### src/rtl/rtc_pkg.sv
package rtc_pkg;
    localparam logic [3:0] A_CTRL = 4'h0;
    localparam logic [3:0] A_SEC  = 4'h2;
    localparam logic [3:0] A_MIN  = 4'h3;
    localparam logic [3:0] A_HOUR = 4'h4;
    localparam logic [3:0] A_DAY  = 4'h5;
    localparam logic [3:0] A_WDAY = 4'h6;
    localparam logic [3:0] A_MON  = 4'h7;
    localparam logic [3:0] A_YEAR = 4'h8;
    localparam logic [7:0] SRST_CODE = 8'h58;
    localparam int STOP_BIT = 5;
    localparam int H12_BIT  = 2;

    typedef struct packed {
        logic [6:0] sec;
        logic [6:0] min;
        logic [5:0] hour;
        logic [5:0] day;
        logic [2:0] wday;
        logic [4:0] mon;
        logic [7:0] year;
    } rtc_time_t;

    typedef struct packed {
        rtc_time_t t;
        logic      osf;
        logic      stop;
        logic      mode12;
    } rtc_state_t;

    function automatic logic [7:0] bcd_inc(input logic [7:0] v);
        if (v[3:0] == 4'd9) return {v[7:4] + 4'd1, 4'd0};
        return {v[7:4], v[3:0] + 4'd1};
    endfunction

    function automatic logic [5:0] month_days(input logic [4:0] mon, input logic [7:0] yr);
        logic [6:0] ybin;
        ybin = {3'b000, yr[7:4]} * 7'd10 + {3'b000, yr[3:0]};
        case (mon)
            5'h02:                      return (ybin[1:0] == 2'b00) ? 6'h29 : 6'h28;
            5'h04, 5'h06, 5'h09, 5'h11: return 6'h30;
            default:                    return 6'h31;
        endcase
    endfunction
endpackage

### src/rtl/rtc_prescaler.sv
module rtc_prescaler #(
    parameter int PRESCALE = 4
) (
    input  logic clk,
    input  logic rst_n,
    input  logic sub_tick,
    input  logic hold,
    input  logic clr,
    output logic sec_tick
);
    localparam int CW = (PRESCALE > 1) ? $clog2(PRESCALE) : 1;
    localparam logic [CW-1:0] LAST = CW'(PRESCALE - 1);

    logic [CW-1:0] cnt_d, cnt_q;

    always_comb begin
        sec_tick = sub_tick && !hold && (cnt_q == LAST);
        cnt_d    = cnt_q;
        if (clr)                    cnt_d = '0;
        else if (sub_tick && !hold) cnt_d = (cnt_q == LAST) ? '0 : cnt_q + 1'b1;
    end

    always_ff @(posedge clk or negedge rst_n) begin
        if (!rst_n) cnt_q <= '0;
        else        cnt_q <= cnt_d;
    end
endmodule

### src/rtl/rtc_calendar_step.sv
module rtc_calendar_step
    import rtc_pkg::*;
(
    input  rtc_time_t cur,
    input  logic      mode12,
    output rtc_time_t nxt
);
    logic       c_min, c_hour, c_day, c_mon, c_year;
    logic [7:0] t8;
    logic [4:0] h5;
    logic       pm;

    always_comb begin
        nxt    = cur;
        c_min  = 1'b0;
        c_hour = 1'b0;
        c_day  = 1'b0;
        c_mon  = 1'b0;
        c_year = 1'b0;
        h5     = cur.hour[4:0];
        pm     = cur.hour[5];
        t8     = 8'h00;

        if (cur.sec == 7'h59) begin
            nxt.sec = 7'h00;
            c_min   = 1'b1;
        end else begin
            t8      = bcd_inc({1'b0, cur.sec});
            nxt.sec = t8[6:0];
        end

        if (c_min) begin
            if (cur.min == 7'h59) begin
                nxt.min = 7'h00;
                c_hour  = 1'b1;
            end else begin
                t8      = bcd_inc({1'b0, cur.min});
                nxt.min = t8[6:0];
            end
        end

        if (c_hour) begin
            if (mode12) begin
                if (h5 == 5'h11) begin
                    nxt.hour = {~pm, 5'h12};
                    c_day    = pm;
                end else if (h5 == 5'h12) begin
                    nxt.hour = {pm, 5'h01};
                end else begin
                    t8       = bcd_inc({3'b000, h5});
                    nxt.hour = {pm, t8[4:0]};
                end
            end else if (cur.hour == 6'h23) begin
                nxt.hour = 6'h00;
                c_day    = 1'b1;
            end else begin
                t8       = bcd_inc({2'b00, cur.hour});
                nxt.hour = t8[5:0];
            end
        end

        if (c_day) begin
            nxt.wday = (cur.wday == 3'd6) ? 3'd0 : cur.wday + 3'd1;
            if (cur.day == month_days(cur.mon, cur.year)) begin
                nxt.day = 6'h01;
                c_mon   = 1'b1;
            end else begin
                t8      = bcd_inc({2'b00, cur.day});
                nxt.day = t8[5:0];
            end
        end

        if (c_mon) begin
            if (cur.mon == 5'h12) begin
                nxt.mon = 5'h01;
                c_year  = 1'b1;
            end else begin
                t8      = bcd_inc({3'b000, cur.mon});
                nxt.mon = t8[4:0];
            end
        end

        if (c_year) nxt.year = (cur.year == 8'h99) ? 8'h00 : bcd_inc(cur.year);
    end
endmodule

### src/rtl/bcd_rtc_core.sv
module bcd_rtc_core
    import rtc_pkg::*;
#(
    parameter int PRESCALE = 4
) (
    input  logic       clk,
    input  logic       rst_n,
    input  logic       sub_tick,
    input  logic       wr_en,
    input  logic [3:0] addr,
    input  logic [7:0] wr_data,
    output logic [7:0] rd_data
);
    localparam rtc_state_t RST_STATE = '{
        t: '{sec: 7'h00, min: 7'h00, hour: 6'h00, day: 6'h01,
             wday: 3'd0, mon: 5'h01, year: 8'h00},
        osf: 1'b1, stop: 1'b0, mode12: 1'b0};

    rtc_state_t q, d;
    rtc_time_t  t_next;
    logic       time_wr, sec_tick;

    assign time_wr = wr_en && (addr >= A_SEC) && (addr <= A_YEAR);

    rtc_prescaler #(.PRESCALE(PRESCALE)) u_pre (
        .clk      (clk),
        .rst_n    (rst_n),
        .sub_tick (sub_tick),
        .hold     (q.stop),
        .clr      (time_wr),
        .sec_tick (sec_tick)
    );

    rtc_calendar_step u_step (
        .cur    (q.t),
        .mode12 (q.mode12),
        .nxt    (t_next)
    );

    always_comb begin
        d = q;
        if (sec_tick && !time_wr) d.t = t_next;
        if (wr_en) begin
            case (addr)
                A_CTRL: begin
                    if (wr_data == SRST_CODE) begin
                        d.stop   = 1'b0;
                        d.mode12 = 1'b0;
                        d.osf    = 1'b1;
                    end else begin
                        d.stop   = wr_data[STOP_BIT];
                        d.mode12 = wr_data[H12_BIT];
                    end
                end
                A_SEC: begin
                    d.osf   = wr_data[7];
                    d.t.sec = wr_data[6:0];
                end
                A_MIN:   d.t.min  = wr_data[6:0];
                A_HOUR:  d.t.hour = wr_data[5:0];
                A_DAY:   d.t.day  = wr_data[5:0];
                A_WDAY:  d.t.wday = wr_data[2:0];
                A_MON:   d.t.mon  = wr_data[4:0];
                A_YEAR:  d.t.year = wr_data;
                default: ;
            endcase
        end
    end

    always_ff @(posedge clk or negedge rst_n) begin
        if (!rst_n) q <= RST_STATE;
        else        q <= d;
    end

    always_comb begin
        rd_data = 8'h00;
        case (addr)
            A_CTRL: begin
                rd_data[STOP_BIT] = q.stop;
                rd_data[H12_BIT]  = q.mode12;
            end
            A_SEC:   rd_data = {q.osf, q.t.sec};
            A_MIN:   rd_data = {1'b0, q.t.min};
            A_HOUR:  rd_data = {2'b00, q.t.hour};
            A_DAY:   rd_data = {2'b00, q.t.day};
            A_WDAY:  rd_data = {5'b00000, q.t.wday};
            A_MON:   rd_data = {3'b000, q.t.mon};
            A_YEAR:  rd_data = q.t.year;
            default: rd_data = 8'h00;
        endcase
    end
endmodule

### config.mk
export PLATFORM = sky130hd
export DESIGN_NAME = bcd_rtc_core
export DESIGN_NICKNAME = d
export VERILOG_FILES = /design/src/rtl/rtc_pkg.sv /design/src/rtl/rtc_prescaler.sv /design/src/rtl/rtc_calendar_step.sv /design/src/rtl/bcd_rtc_core.sv
export SDC_FILE = /design/constraint.sdc
export NUM_CORES = 1
export LEC_CHECK = 0
export BUFFER_PORTS_ARGS = -buffer_cell sky130_fd_sc_hd__buf_2
export CELL_PAD_IN_SITES_DETAIL_PLACEMENT = 1
export CELL_PAD_IN_SITES_GLOBAL_PLACEMENT = 2
export CORE_ASPECT_RATIO = 0.6
export CORE_UTILIZATION = 37
export DETAILED_ROUTE_END_ITERATION = 8
export PLACE_DENSITY = 0.82
export SETUP_SLACK_MARGIN = 0.5
export SKIP_CTS_REPAIR_TIMING = 1
export SYNTH_ARGS = -nofsm -noshare
export SYNTH_HDL_FRONTEND = slang
export SYNTH_SLANG_ARGS = --single-unit
### constraint.sdc
create_clock -name clk -period 3.76 [get_ports clk]
set_clock_uncertainty 0.15 [all_clocks]
set_input_delay 0.752 -clock clk [delete_from_list [all_inputs] [get_ports clk]]
set_output_delay 0.752 -clock clk [all_outputs]
set_load 0.05 [all_outputs]
Yosys cells after proc, flatten, opt, wreduce, memory -nomap -nowiden

Index checks and enable logic that the tools add are counted.
Widths: inputs -> output; s select.

Flip-flop bits (word level): 47
Input bits: 16
Output and inout bits: 8

$add $sub $neg: 16
$mul: 1
Magnitude comparators: 2
Eq/ne operators: 30
Multiplexer cells: 85
Bitwise logic cells: 1
Reductions and logical operators: 14

Operators with widths:

| operator            | count |
|---|---|
| $mux 6              | 12 |
| $mux 7              | 9 |
| $mux 45             | 1 |
| $mux 42             | 1 |
| $mux 5              | 8 |
| $mux 8              | 5 |
| $mux 1              | 34 |
| $add 4x1->4 const B | 7 |
| $eq 4x4->1 const B  | 7 |
| $eq 5x5->1 const B  | 4 |
| $eq 4x3->1 const B  | 4 |
| $eq 7x7->1 const B  | 2 |
| $pmux 2 s7          | 1 |
| $pmux 2 s6          | 1 |
| $pmux 6 s2          | 1 |
| $eq 5x3->1 const B  | 2 |
| $mux 2              | 5 |
| $add 3x1->3 const B | 3 |
| $mux 9              | 1 |
| $eq 4x2->1 const B  | 2 |
| $eq 8x7->1 const B  | 1 |
| $eq 8x8->1 const B  | 1 |
| $pmux 1 s8          | 1 |
| $add 2x1->2 const B | 3 |
| other kinds (25)    | 33 |

Depth between registers and ports, before layout

Gate-level depths: netlist (run 1).

Depth after elaboration: 17
Mapped depth: 12
Mapped depth without buffers: 9

By module

From an unflattened synthesis (run 1), not the netlist that was laid out.

Cells, all modules: 568
Area, all modules: 4309.1 µm²

By module, submodules not included:

| module            | times used | cells each | area an instance (µm²) | sequential area each (µm²) |
|---|---|---|---|---|
| bcd_rtc_core      | 1          | 321        | 2650.0                 | 1129.8 |
| rtc_calendar_step | 1          | 237        | 1544.0                 | 0.0 |
| rtc_prescaler     | 1          | 10         | 115.1                  | 50.0 |

Worst setup path before layout (run 1)

No wires, ideal clock.

Path kind: input to output
From: input port addr[0]
To: output port rd_data[2]
Arrival time: 2651 ps
Data required time: 2858 ps
Setup slack: 207 ps
Cell stages on the path: 6
Cell sequence: clkbuf_1 clkbuf_1 mux2i_1 nor2_1 a21oi_1 o21ai_0

Cells in the longest elaborated chain, start to end: 2
Elaborated cells between the ends (all ways): 9
Those cells by class: 7 x eq/ne; 1 x mux; 1 x reduce/logical

RTL lines:

| what                               | line               | text |
|---|---|---|
| from (decl)                        | bcd_rtc_core.sv:10 | `input logic [3:0] addr,` |
| $eq 4x4->1 (tied with other cells) | bcd_rtc_core.sv:77 | `case (addr)` |
| $pmux 1 s8 (*)                     | bcd_rtc_core.sv:77 |  |
| to (decl)                          | bcd_rtc_core.sv:12 | `output logic [7:0] rd_data` |

Mark *: on every way between the ends. The rest lies on a longest branch, timed or not.

Worst setup path after layout (run 1)

From: input port addr[2]
To: output port rd_data[3]

Cells in the longest elaborated chain, start to end: 2
Elaborated cells between the ends (all ways): 7
Those cells by class: 6 x eq/ne; 1 x mux

RTL lines:

| what                               | line |
|---|---|
| $eq 4x4->1 (tied with other cells) | bcd_rtc_core.sv:77 |
| $pmux 2 s6 (*)                     | bcd_rtc_core.sv:77 |

Marks and branches as above.

==> reports/qor.tcl, run 1 <==
set qor(floorplan.core_area_mm2) 0.00988
set qor(cts_buffers) 5
set qor(crit_type) {primary input to output pin}
set qor(critical_path.startpoint) {addr[2]}
set qor(critical_path.startpoint_type) {primary input}
set qor(cts_tree) {done}
set qor(fp.dieH_um) 80.2
set qor(finalHoldViolations) 0
set qor(power-per-cell-area_mw_per_mm2) 493
set qor(avgRoutedWirePerCell_um) 21.5
set qor(design_area_mm2) 0.00419
set qor(data_arrival_critical_path_ns) 2.27
set qor(synth.cells.most_frequent) {57 x sky130_fd_sc_hd__nand2_1, 51 x sky130_fd_sc_hd__nor2_1, 44 x sky130_fd_sc_hd__dfrtp_1, 31 x sky130_fd_sc_hd__a21oi_1, 25 x sky130_fd_sc_hd__o21ai_0}
set qor(layout_setup_ws_ns) 0.591
set qor(fin_tns_setup_ns) 0
set qor(yosys_warnings) 0
set qor(peak_vdd_ir_v) 0.000219
set qor(grt_start_max_net_pins) 26
set qor(cts-htree-levels) 2
set qor(die-width_um) 132
set qor(routed_wl_um) 13100
set qor(pin_count) 24
set qor(synth_edf_count) 0
set qor(rsz_0062_raised_after_global_routing) {yes}
set qor(insertion_delay_ns) 0.29
set qor(vias_after_detailed_routing) 3701
set qor(critical_path.endpoint_type) {output pin}
set qor(critical_path_required_ns) 2.86
set qor(post_dp_cell_area_mm2) 0.00398
set qor(slew-limit-headroom_pct) 52.7
set qor(final-instance-count-excl-fill) 612
set qor(post_route_cells_drive_above_1_share_pct) 14.5
set qor(clockBufferDepth) 2
set qor(synthDominantAreaCellType) {sky130_fd_sc_hd__dfrtp_1}
set qor(leakagePower_uw) 0.00171
set qor(sequential_cell_area_mm2) 0.00118
set qor(drtIter0Drc) 339
set qor(fill_cells) 1195
set qor(iteration_count_of_the_initial_detailed_routing_pass) 5
set qor(netlist_instances) 468
set qor(ys.flop_type) {sky130_fd_sc_hd__dfrtp_1}
set qor(cts.root.buffer_cell) {sky130_fd_sc_hd__clkbuf_16}
set qor(cap_violations) 0
set qor(io_buffers) 23
set qor(initial_utilization_pct) 38.2
set qor(place.detailed.hpwl_um) 9840
set qor(most_used_standard_cell_by_instance_count_after_synthesis) {sky130_fd_sc_hd__nand2_1}
set qor(grt_overflow) 0
set qor(rr_startpoint) {q[32]}
set qor(cts_sinks) 47
set qor(grt_use_total_pct) 25.7
set qor(post_synth.cell_area_avg_um2) 8.07
set qor(dp_worst_setup_slack_ns) 0.343
set qor(dr_vias_cell) 6.05
set qor(nets) 509
set qor(via_count_of_the_first_global_routing_pass) 3584
set qor(grt_pass1_wl_um) 20600
set qor(post-route-period-util_pct) 84.3
set qor(place.gp.congestion) 0.812
set qor(path_max_fanout) 20
set qor(initial_antenna_violation_count) 0
set qor(ys_seq_elements) 47
set qor(count_of_nets_left_with_antenna_violations_after_detail_routing) 0
set qor(postSynth.asyncResetShare_pct) 100
set qor(fmaxAchievable_mhz) 316
set qor(cts.clk_slew.worst_paths_ns) 0.07
set qor(multi_input_area_mm2) 0.00242
set qor(run_status) {finished, final reports clean}
set qor(place_inst) 601
set qor(yosysSeqAreaShare_pct) 31.3
set qor(synth.area.top_cells) {sky130_fd_sc_hd__dfrtp_1 29%, sky130_fd_sc_hd__nand2_1 5.7%, sky130_fd_sc_hd__ha_1 5.6%}
set qor(power_uw) 2060
set qor(layout_min_cycle_time_ns) 3.17
set qor(timing.final.setup_violations) 0
set qor(die-area_mm2) 0.0106
set qor(maxSlewViolCount) 0
set qor(syn-cell-area_mm2) 0.00377
set qor(syn-num-nets) 501
set qor(synth_top_area_share_pct) 29.2
set qor(path_category_of_the_worst_min_delay_check) {primary input to asynchronous set/reset pin}
set qor(tightestPinTransition_ns) 0.704
set qor(n_antenna_cell) 0
set qor(synthToLayoutAreaGrowth_pct) 11.0
set qor(synth.lib_cells_used.distinct) 66
set qor(drcViolationCount) 0
set qor(num_rows) 28
## kinds of logic after synthesis
group | after synthesis | synth area share, %
simple gates | 189 | 25.4
flops | 47 | 31.3
fa+ha+maj | 17 | 5.63
buf+inv | 47 | 5.10
compound gates | 141 | 25.1
mux | 19 | 5.60
xor+xnor | 8 | 1.86
## registers in the layout, indices dropped and copies added, names as in the netlist
register     count
q               45
u_pre.cnt_q      2
## routing by layer
metal / wire length [µm] / track usage (%)
met1: 6830 / 38.6
met4: 36 / 2.99
met2: 5500 / 38.3
met5: 0 / 0
met3: 783 / 5.43
## worst max-delay path: stages
cell and delay [ns]:
sky130_fd_sc_hd__buf_2 0.33, sky130_fd_sc_hd__nor2b_4 0.33, sky130_fd_sc_hd__a22oi_1 0.13, sky130_fd_sc_hd__a211oi_1 0.35, sky130_fd_sc_hd__a21o_1 0.12, sky130_fd_sc_hd__buf_2 0.25
## final timing paths
| path | to | cells past startpoint | slack, ns |
|---|---|---|---|
| max | rd_data[3] | 6 | 0.59 |
| min | q[6] | 1 | 0.32 |
| max reg2reg | q[3] | 9 | 0.64 |
| min reg2reg | u_pre.cnt_q[1] | 2 | 0.39 |
| max in group asynchronous | q[11] | 2 | 2.31 |
| min in group clk | u_pre.cnt_q[1] | 2 | 0.39 |
## area by class of cell
type | instances | share of cell area (%)
multi-input cells | 374 | 57.8
flip-flops and latches | 47 | 28.2
repair buffers | 33 | 4.54
well taps | 135 | 4.03
clock buffers | 6 | 3.32
inverters | 15 | 1.34
clock inverters | 2 | 0.836
## power by group
| group | internal, µW | leakage, µW | total (µW) | switching (µW) |
|---|---|---|---|---|
| Clock | 331 | 0.0000868 | 541 | 210 |
| Combinational | 280 | 0.00108 | 655 | 375 |
| Sequential | 634 | 0.000542 | 868 | 235 |
| Total | 1240 | 0.00171 | 2060 | 820 |
## per-stage QoR
stage          utilization (%)  hold slack [ns]
4_1_cts                   42.0            0.340
3_3_place_gp              40.3            0.384
6_report                  42.4            0.323
5_1_grt                   42.4            0.372
3_5_place_dp              40.3            0.386
2_1_floorplan                -            0.306
## cell usage in the layout (no fill, tap or decap), types with 5 or more instances in the layout
cell | Yosys | routed
sky130_fd_sc_hd__nand2_1 | 57 | 57
sky130_fd_sc_hd__nor2_1 | 51 | 51
sky130_fd_sc_hd__dfrtp_1 | 44 | 44
sky130_fd_sc_hd__a21oi_1 | 31 | 31
sky130_fd_sc_hd__o21ai_0 | 25 | 24
sky130_fd_sc_hd__buf_2 | 1 | 23
sky130_fd_sc_hd__ha_1 | 17 | 17
sky130_fd_sc_hd__inv_1 | 15 | 15
sky130_fd_sc_hd__a31oi_1 | 14 | 14
sky130_fd_sc_hd__mux2i_1 | 11 | 11
sky130_fd_sc_hd__buf_4 | 0 | 10
sky130_fd_sc_hd__a22oi_1 | 9 | 9
sky130_fd_sc_hd__a211oi_1 | 9 | 9
sky130_fd_sc_hd__nand2b_1 | 9 | 9
sky130_fd_sc_hd__nor2b_1 | 9 | 8
sky130_fd_sc_hd__mux2_2 | 7 | 7
sky130_fd_sc_hd__nor3_1 | 8 | 7
sky130_fd_sc_hd__nand3_1 | 7 | 7
sky130_fd_sc_hd__a21o_1 | 6 | 6
sky130_fd_sc_hd__nor4_1 | 6 | 6
sky130_fd_sc_hd__o31ai_1 | 6 | 6
sky130_fd_sc_hd__xnor2_1 | 6 | 6
sky130_fd_sc_hd__nor4b_1 | 5 | 5
sky130_fd_sc_hd__nand4_1 | 5 | 5
sky130_fd_sc_hd__clkbuf_16 | 0 | 5
Note: power is estimated with default switching activity, not from simulation.
==> run 2: changes to the inputs <==
--- a/config.mk
+++ b/config.mk
@@ -9,9 +9,9 @@
 export CELL_PAD_IN_SITES_DETAIL_PLACEMENT = 1
 export CELL_PAD_IN_SITES_GLOBAL_PLACEMENT = 2
 export CORE_ASPECT_RATIO = 0.6
-export CORE_UTILIZATION = 37
+export CORE_UTILIZATION = 34
 export DETAILED_ROUTE_END_ITERATION = 8
-export PLACE_DENSITY = 0.82
+export PLACE_DENSITY = 0.8
 export SETUP_SLACK_MARGIN = 0.5
 export SKIP_CTS_REPAIR_TIMING = 1
 export SYNTH_ARGS = -nofsm -noshare
==> constraint.sdc (replaced) <==
create_clock -name clk -period 2.85 [get_ports clk]
set_clock_uncertainty 0.15 [all_clocks]
set_input_delay 0.57 -clock clk [delete_from_list [all_inputs] [get_ports clk]]
set_output_delay 0.57 -clock clk [all_outputs]
set_load 0.05 [all_outputs]
==> reports/qor.tcl, run 2 (synthesized netlist as in run 1, its figures left out) <==
set qor(share_clk_of_total_power_pct) 22.4
set qor(critical_path_required_ns) 2.94
set qor(internal_power_uw) 1950
set qor(cts_sinks) 47
set qor(fill_cells) 1240
set qor(place.gp.congestion) 0.876
set qor(power.switching_uw) 1290
set qor(place_inst) 657
set qor(cts.root.buffer_cell) {sky130_fd_sc_hd__clkbuf_16}
set qor(grt_pass1_wl_um) 23100
set qor(post_route_cells_drive_above_1_share_pct) 40.1
set qor(floorplan.core_area_mm2) 0.0107
set qor(layout_setup_ws_ns) -0.0739
set qor(num_rows) 29
set qor(critical_path.startpoint_type) {flip-flop}
set qor(n_antenna_cell) 0
set qor(drcViolationCount) 0
set qor(sequential_cell_area_mm2) 0.00118
set qor(path_category_of_the_worst_min_delay_check) {primary input to asynchronous set/reset pin}
set qor(layout_min_cycle_time_ns) 2.92
set qor(grt.busiest_layer) {met1}
set qor(leakagePower_uw) 0.00231
set qor(slew-limit-headroom_pct) 52.6
set qor(die-area_mm2) 0.0115
set qor(critical_path.endpoint_type) {flip-flop}
set qor(place.detailed.hpwl_um) 11000
set qor(finalHoldViolations) 0
set qor(reg2regPathDepth) 9
set qor(largest_reg_flops) 45
set qor(reg_top3) {q: 45 flops, u_pre.cnt_q: 2 flops}
set qor(worst_path_most_repeated_cell) {sky130_fd_sc_hd__or4_4}
set qor(regMostFlops) {q}
set qor(multi_input_area_mm2) 0.00292
set qor(cts-htree-levels) 2
set qor(p_comb_share_pct) 44.8
set qor(count_of_nets_left_with_antenna_violations_after_detail_routing) 0
set qor(insertion_delay_ns) 0.30
set qor(fin_tns_setup_ns) -0.304
set qor(grt_use_total_pct) 26.2
set qor(cts_buffers) 5
set qor(io_buffers) 23
set qor(die-width_um) 138
set qor(timing.final.setup_violations) 11
set qor(grt_overflow) 0
set qor(pin_count) 24
set qor(peak_vdd_ir_v) 0.000268
set qor(met2_usage_pct) 37.2
set qor(path_max_fanout) 8
set qor(crit_type) {flip-flop to flip-flop}
set qor(most_common_cell_after_layout_fill_and_taps_aside) {sky130_fd_sc_hd__buf_4}
set qor(maxSlewViolCount) 0
set qor(cap_violations) 0
set qor(dr_vias_cell) 6.05
set qor(via_count_of_the_first_global_routing_pass) 3968
set qor(final-instance-count-excl-fill) 698
set qor(tightestPinTransition_ns) 0.712
set qor(data_arrival_critical_path_ns) 3.01
set qor(fp.dieH_um) 83.6
set qor(fmaxAchievable_mhz) 342
set qor(drtIter0Drc) 326
set qor(layout_common_cells) {71 x sky130_fd_sc_hd__buf_4, 53 x sky130_fd_sc_hd__nand2_1, 47 x sky130_fd_sc_hd__nor2_1}
set qor(nets) 591
set qor(dp_worst_setup_slack_ns) 0.0515
set qor(avgRoutedWirePerCell_um) 23.3
set qor(grt_start_max_net_pins) 48
set qor(synthToLayoutAreaGrowth_pct) 46.5
set qor(initial_utilization_pct) 35.4
set qor(critical_path.slowest_cell) {sky130_fd_sc_hd__or4_4}
set qor(rsz_0062_raised_after_global_routing) {yes}
set qor(violated_checks) {negative setup slack}
set qor(cts_tree) {done}
set qor(initial_antenna_violation_count) 0
set qor(clockBufferDepth) 2
set qor(final_core_util_pct) 51.8
set qor(routed_wl_um) 16300
set qor(iteration_count_of_the_initial_detailed_routing_pass) 5
set qor(met3_usage_pct) 5.62
set qor(crit_path_cell_trace) {inv_2 > ha_4 > nand3b_1 > or4_4 > or4_4 > a211oi_4 > clkbuf_16 > a31o_4 > o22a_1}
set qor(power-per-cell-area_mw_per_mm2) 586
set qor(run_status) {complete, but fails checks}
set qor(critical-path-max-stage-delay_ns) 0.54
set qor(power_switching_share_pct) 39.7
set qor(grt.met1_usage_pct) 39.8
set qor(cts.clk_slew.worst_paths_ns) 0.07
set qor(pwr-share-seq_pct) 32.8
set qor(post-route-period-util_pct) 103
set qor(vias_after_detailed_routing) 4224
[run 2: changes by cell type in the layout (fill, tap and decap cells not counted), moves of 8 or more]
cell / delta
sky130_fd_sc_hd__o21ai_0: -8
sky130_fd_sc_hd__buf_2: -10
sky130_fd_sc_hd__buf_6: +17
sky130_fd_sc_hd__buf_4: +61
[run 2: power groups by stage]
stage / clock network, µW / logic, µW / registers [µW]
4_1_cts: 735 / 1190 / 1030
3_3_place_gp: 0 / 1130 / 1040
6_report: 727 / 1450 / 1060
5_1_grt: 761 / 1570 / 1080
2_1_floorplan: 0 / 736 / 987
3_5_place_dp: 0 / 1170 / 1050
[run 2: area by class of cell]
class / instances / area share (%)
well taps: 139 / 3.15
inverters: 15 / 1.02
clock inverters: 2 / 0.634
repair buffers: 114 / 18.4
flip-flops and latches: 47 / 21.4
multi-input cells: 375 / 52.9
clock buffers: 6 / 2.51
[run 2: worst paths after layout]
check                           start  endpoint  slack (ns)
max in group asynchronous       rst_n     q[14]        1.77
hold / removal                  rst_n      q[9]        0.24
setup / recovery                q[32]      q[3]       -0.07
setup reg to reg                q[32]      q[3]       -0.07
min in group clk           wr_data[7]     q[10]        0.39
hold reg to reg                  q[1]      q[1]        0.40
[run 2: through the flow]
| stage | total power [µW] | hold WS, ns | area, µm² |
|---|---|---|---|
| after floorplan | 1720 | 0.124 | 3950 |
| after global placement | 2170 | 0.362 | 4510 |
| after detailed placement | 2220 | 0.390 | 4510 |
| after CTS | 2950 | 0.268 | 4680 |
| after global routing | 3420 | 0.308 | 5530 |
| final | 3240 | 0.236 | 5530 |
[run 2: metal layers]
| layer | routed length (µm) | share of wire (%) |
|---|---|---|
| met4 | 289 | 1.8 |
| met3 | 803 | 4.9 |
| met5 | 0 | 0 |
| met2 | 6970 | 43 |
| met1 | 8230 | 50 |
[run 2: critical path: cells and delay by family, from the launching register on]
| family | cells | cell delay, ns |
|---|---|---|
| compound gates | 3 | 0.67 |
| buf+inv | 2 | 0.32 |
| simple gates | 3 | 1.20 |
| fa+ha+maj | 1 | 0.13 |
| flops | 1 | 0.39 |
==> run 3: changes to the inputs <==
--- a/config.mk
+++ b/config.mk
@@ -8,12 +8,13 @@
 export BUFFER_PORTS_ARGS = -buffer_cell sky130_fd_sc_hd__buf_2
 export CELL_PAD_IN_SITES_DETAIL_PLACEMENT = 1
 export CELL_PAD_IN_SITES_GLOBAL_PLACEMENT = 2
-export CORE_ASPECT_RATIO = 0.6
-export CORE_UTILIZATION = 34
+export CORE_ASPECT_RATIO = 0.5
+export CORE_UTILIZATION = 33
 export DETAILED_ROUTE_END_ITERATION = 8
-export PLACE_DENSITY = 0.8
+export PLACE_DENSITY = 0.79
 export SETUP_SLACK_MARGIN = 0.5
 export SKIP_CTS_REPAIR_TIMING = 1
 export SYNTH_ARGS = -nofsm -noshare
 export SYNTH_HDL_FRONTEND = slang
+export SYNTH_HIERARCHICAL = 1
 export SYNTH_SLANG_ARGS = --single-unit
==> reports/qor.tcl, run 3 <==
set qor(critical-path-max-stage-delay_ns) 0.59
set qor(place.gp.congestion) 0.842
set qor(avgRoutedWirePerCell_um) 19.9
set qor(ys_seq_elements) 47
set qor(reg_top3) {q: 45 flops, u_pre/cnt_q: 2 flops}
set qor(data_arrival_critical_path_ns) 2.59
set qor(peak_vdd_ir_v) 0.000274
set qor(count_of_nets_left_with_antenna_violations_after_detail_routing) 0
set qor(maxSlewViolCount) 0
set qor(power_uw) 5380
set qor(run_status) {finished, final reports clean}
set qor(dominant_combinational_cell_family_by_area_after_synthesis) {simple AND/OR/NAND/NOR gates}
set qor(die-area_mm2) 0.0135
set qor(cts_sinks) 47
set qor(nets) 677
set qor(cts_buffers) 5
set qor(iteration_count_of_the_initial_detailed_routing_pass) 4
set qor(grt_overflow) 0
set qor(place.detailed.hpwl_um) 11000
set qor(grt.met1_usage_pct) 34.6
set qor(critical_path.slowest_cell) {sky130_fd_sc_hd__dfstp_2}
set qor(path_category_of_the_worst_min_delay_check) {flip-flop to flip-flop}
set qor(n_antenna_cell) 0
set qor(cts_tree) {done}
set qor(most_common_cell_after_layout_fill_and_taps_aside) {sky130_fd_sc_hd__nand2_1}
set qor(grt_pass1_wl_um) 24500
set qor(post_synth.cell_area_avg_um2) 7.59
set qor(postSynth.asyncResetShare_pct) 100
set qor(crit_path_cell_trace) {nor2_2 > nand4_1 > nand4_1 > buf_4 > nor4b_4 > buf_12 > buf_4 > nand4_1 > mux2_4 > nand2_1 > a31oi_1}
set qor(path_max_fanout) 5
set qor(synth_compound_area_share_pct) 23.2
set qor(met3_usage_pct) 2.30
set qor(insertion_delay_ns) 0.30
set qor(drtIter0Drc) 290
set qor(vias_after_detailed_routing) 4639
set qor(rsz_0062_raised_after_global_routing) {yes}
set qor(cts.root.buffer_cell) {sky130_fd_sc_hd__clkbuf_16}
set qor(most_used_standard_cell_by_instance_count_after_synthesis) {sky130_fd_sc_hd__nand2_1}
set qor(grt_start_max_net_pins) 43
set qor(synth-adder-area-share_pct) 4.94
set qor(io_buffers) 23
set qor(critical_path.endpoint_type) {flip-flop}
set qor(met2_usage_pct) 36.8
set qor(die-width_um) 164
set qor(regMostFlops) {q}
set qor(post-route-period-util_pct) 91.1
set qor(post_synth_mux_area_share_pct) 4.85
set qor(leakagePower_uw) 0.00241
set qor(synth.lib_cells_used.distinct) 67
set qor(cp_num_buf_inv) 3
set qor(synth_top_area_share_pct) 25.6
set qor(grt.busiest_layer) {met2}
set qor(syn-num-nets) 601
set qor(synthDominantAreaCellType) {sky130_fd_sc_hd__dfrtp_1}
set qor(synthSimpleGateAreaFrac_pct) 31.0
set qor(delay_heaviest_family_cp) {simple AND/OR/NAND/NOR gates}
set qor(clockBufferDepth) 2
set qor(largest_reg_flops) 45
set qor(synthToLayoutAreaGrowth_pct) 31.6
set qor(crit_type) {flip-flop to flip-flop}
set qor(fp.dieH_um) 82.8
set qor(netlist_instances) 568
set qor(grt_use_total_pct) 23.3
set qor(slew-limit-headroom_pct) 58.2
set qor(num_rows) 29
set qor(routed_wl_um) 16200
set qor(cts.clk_slew.worst_paths_ns) 0.07
set qor(floorplan.core_area_mm2) 0.0127
set qor(layout_min_cycle_time_ns) 2.60
set qor(pin_count) 24
set qor(dr_vias_cell) 5.69
set qor(timing.final.setup_violations) 0
set qor(via_count_of_the_first_global_routing_pass) 4385
set qor(worst_path_most_repeated_cell) {sky130_fd_sc_hd__nand4_1}
set qor(synth_edf_count) 0
set qor(fin_tns_setup_ns) 0
set qor(cap_violations) 0
set qor(tightestPinTransition_ns) 0.625
set qor(finalHoldViolations) 0
set qor(reg2reg_setup_slack_ns) 0.25
set qor(fmaxAchievable_mhz) 385
set qor(drcViolationCount) 0
set qor(initial_utilization_pct) 33.9
set qor(initial_antenna_violation_count) 0
set qor(layout_common_cells) {120 x sky130_fd_sc_hd__nand2_1, 72 x sky130_fd_sc_hd__buf_4, 68 x sky130_fd_sc_hd__nor2_1}
set qor(ys.flop_type) {sky130_fd_sc_hd__dfrtp_1}
set qor(yosysSeqAreaShare_pct) 27.4
set qor(synth.area.top_cells) {sky130_fd_sc_hd__dfrtp_1 26%, sky130_fd_sc_hd__nand2_1 11%, sky130_fd_sc_hd__a31oi_1 6.5%}
set qor(yosys_warnings) 6
set qor(syn-cell-area_mm2) 0.00431
set qor(power-per-cell-area_mw_per_mm2) 947
set qor(critical_path.startpoint_type) {flip-flop}
set qor(cts-htree-levels) 2
set qor(post_route_cells_drive_above_1_share_pct) 31.6
set qor(critical_path_required_ns) 2.84
set qor(synth.cells.most_frequent) {121 x sky130_fd_sc_hd__nand2_1, 73 x sky130_fd_sc_hd__nor2_1, 45 x sky130_fd_sc_hd__a31oi_1, 44 x sky130_fd_sc_hd__dfrtp_1, 28 x sky130_fd_sc_hd__o21ai_0}
set qor(synth-xor-area-share_pct) 1.42
-- run 3: worst reg2reg max path: cells and delay by family (launching register included) --
family          cells  cell delay [ns]
compound gates      1             0.08
buf+inv             3             0.47
flops               1             0.59
mux                 1             0.32
simple gates        6             0.83
-- run 3: worst paths after layout --
check                                from              to  depth (start not counted)
setup / recovery                    q[11]            q[5]                         11
hold / removal             u_pre/cnt_q[1]  u_pre/cnt_q[1]                          2
setup reg to reg                    q[11]            q[5]                         11
hold reg to reg            u_pre/cnt_q[1]  u_pre/cnt_q[1]                          2
max in group asynchronous           rst_n           q[42]                          3
min in group asynchronous           rst_n           q[20]                          2
-- run 3: logic make-up (layout without fill, tap and decap cells) --
family                   after synthesis  count (layout)
multiplexers                          18              18
buffers and inverters                 53             129
AND/OR/NAND/NOR                      281             282
XOR/XNOR                               7               7
AO/OA/AOI/OAI                        145             145
flip-flops                            47              47
adder cells (fa/ha/maj)               17              17
-- run 3: power by group --
part	switching [µW]	internal (µW)
logic	1650	1510
registers	484	1020
clock network	282	437
-- run 3: cell type report --
cell class              instances  area [µm²]
flip-flops and latches         47        1190
fillers                      1522        7030
inverters                      14        52.6
multi-input cells             469        3130
clock inverters                 2        35.0
well taps                     170         213
clock buffers                   6         139
repair buffers                107         915
-- run 3: layer usage --
metal / share of wire (%) / vias to the layer above
met5: 0 / -
li1: - / 2192
met2: 46 / 84
met3: 4.1 / 17
met4: 1.2 / 0
met1: 48 / 2346
-- run 3: metrics by stage --
stage	utilization [%]	cells	cell area, µm²	setup WS, ns	hold slack, ns
final	44.7	815	5670	0.255	0.412
after floorplan	-	568	4430	0.286	0.124
after CTS	39.6	778	5020	0.116	-0.0267
after global routing	44.7	815	5670	0.0859	0.441
after detailed placement	38.2	770	4850	0.124	0.293
after global placement	38.2	770	4850	0.147	0.288
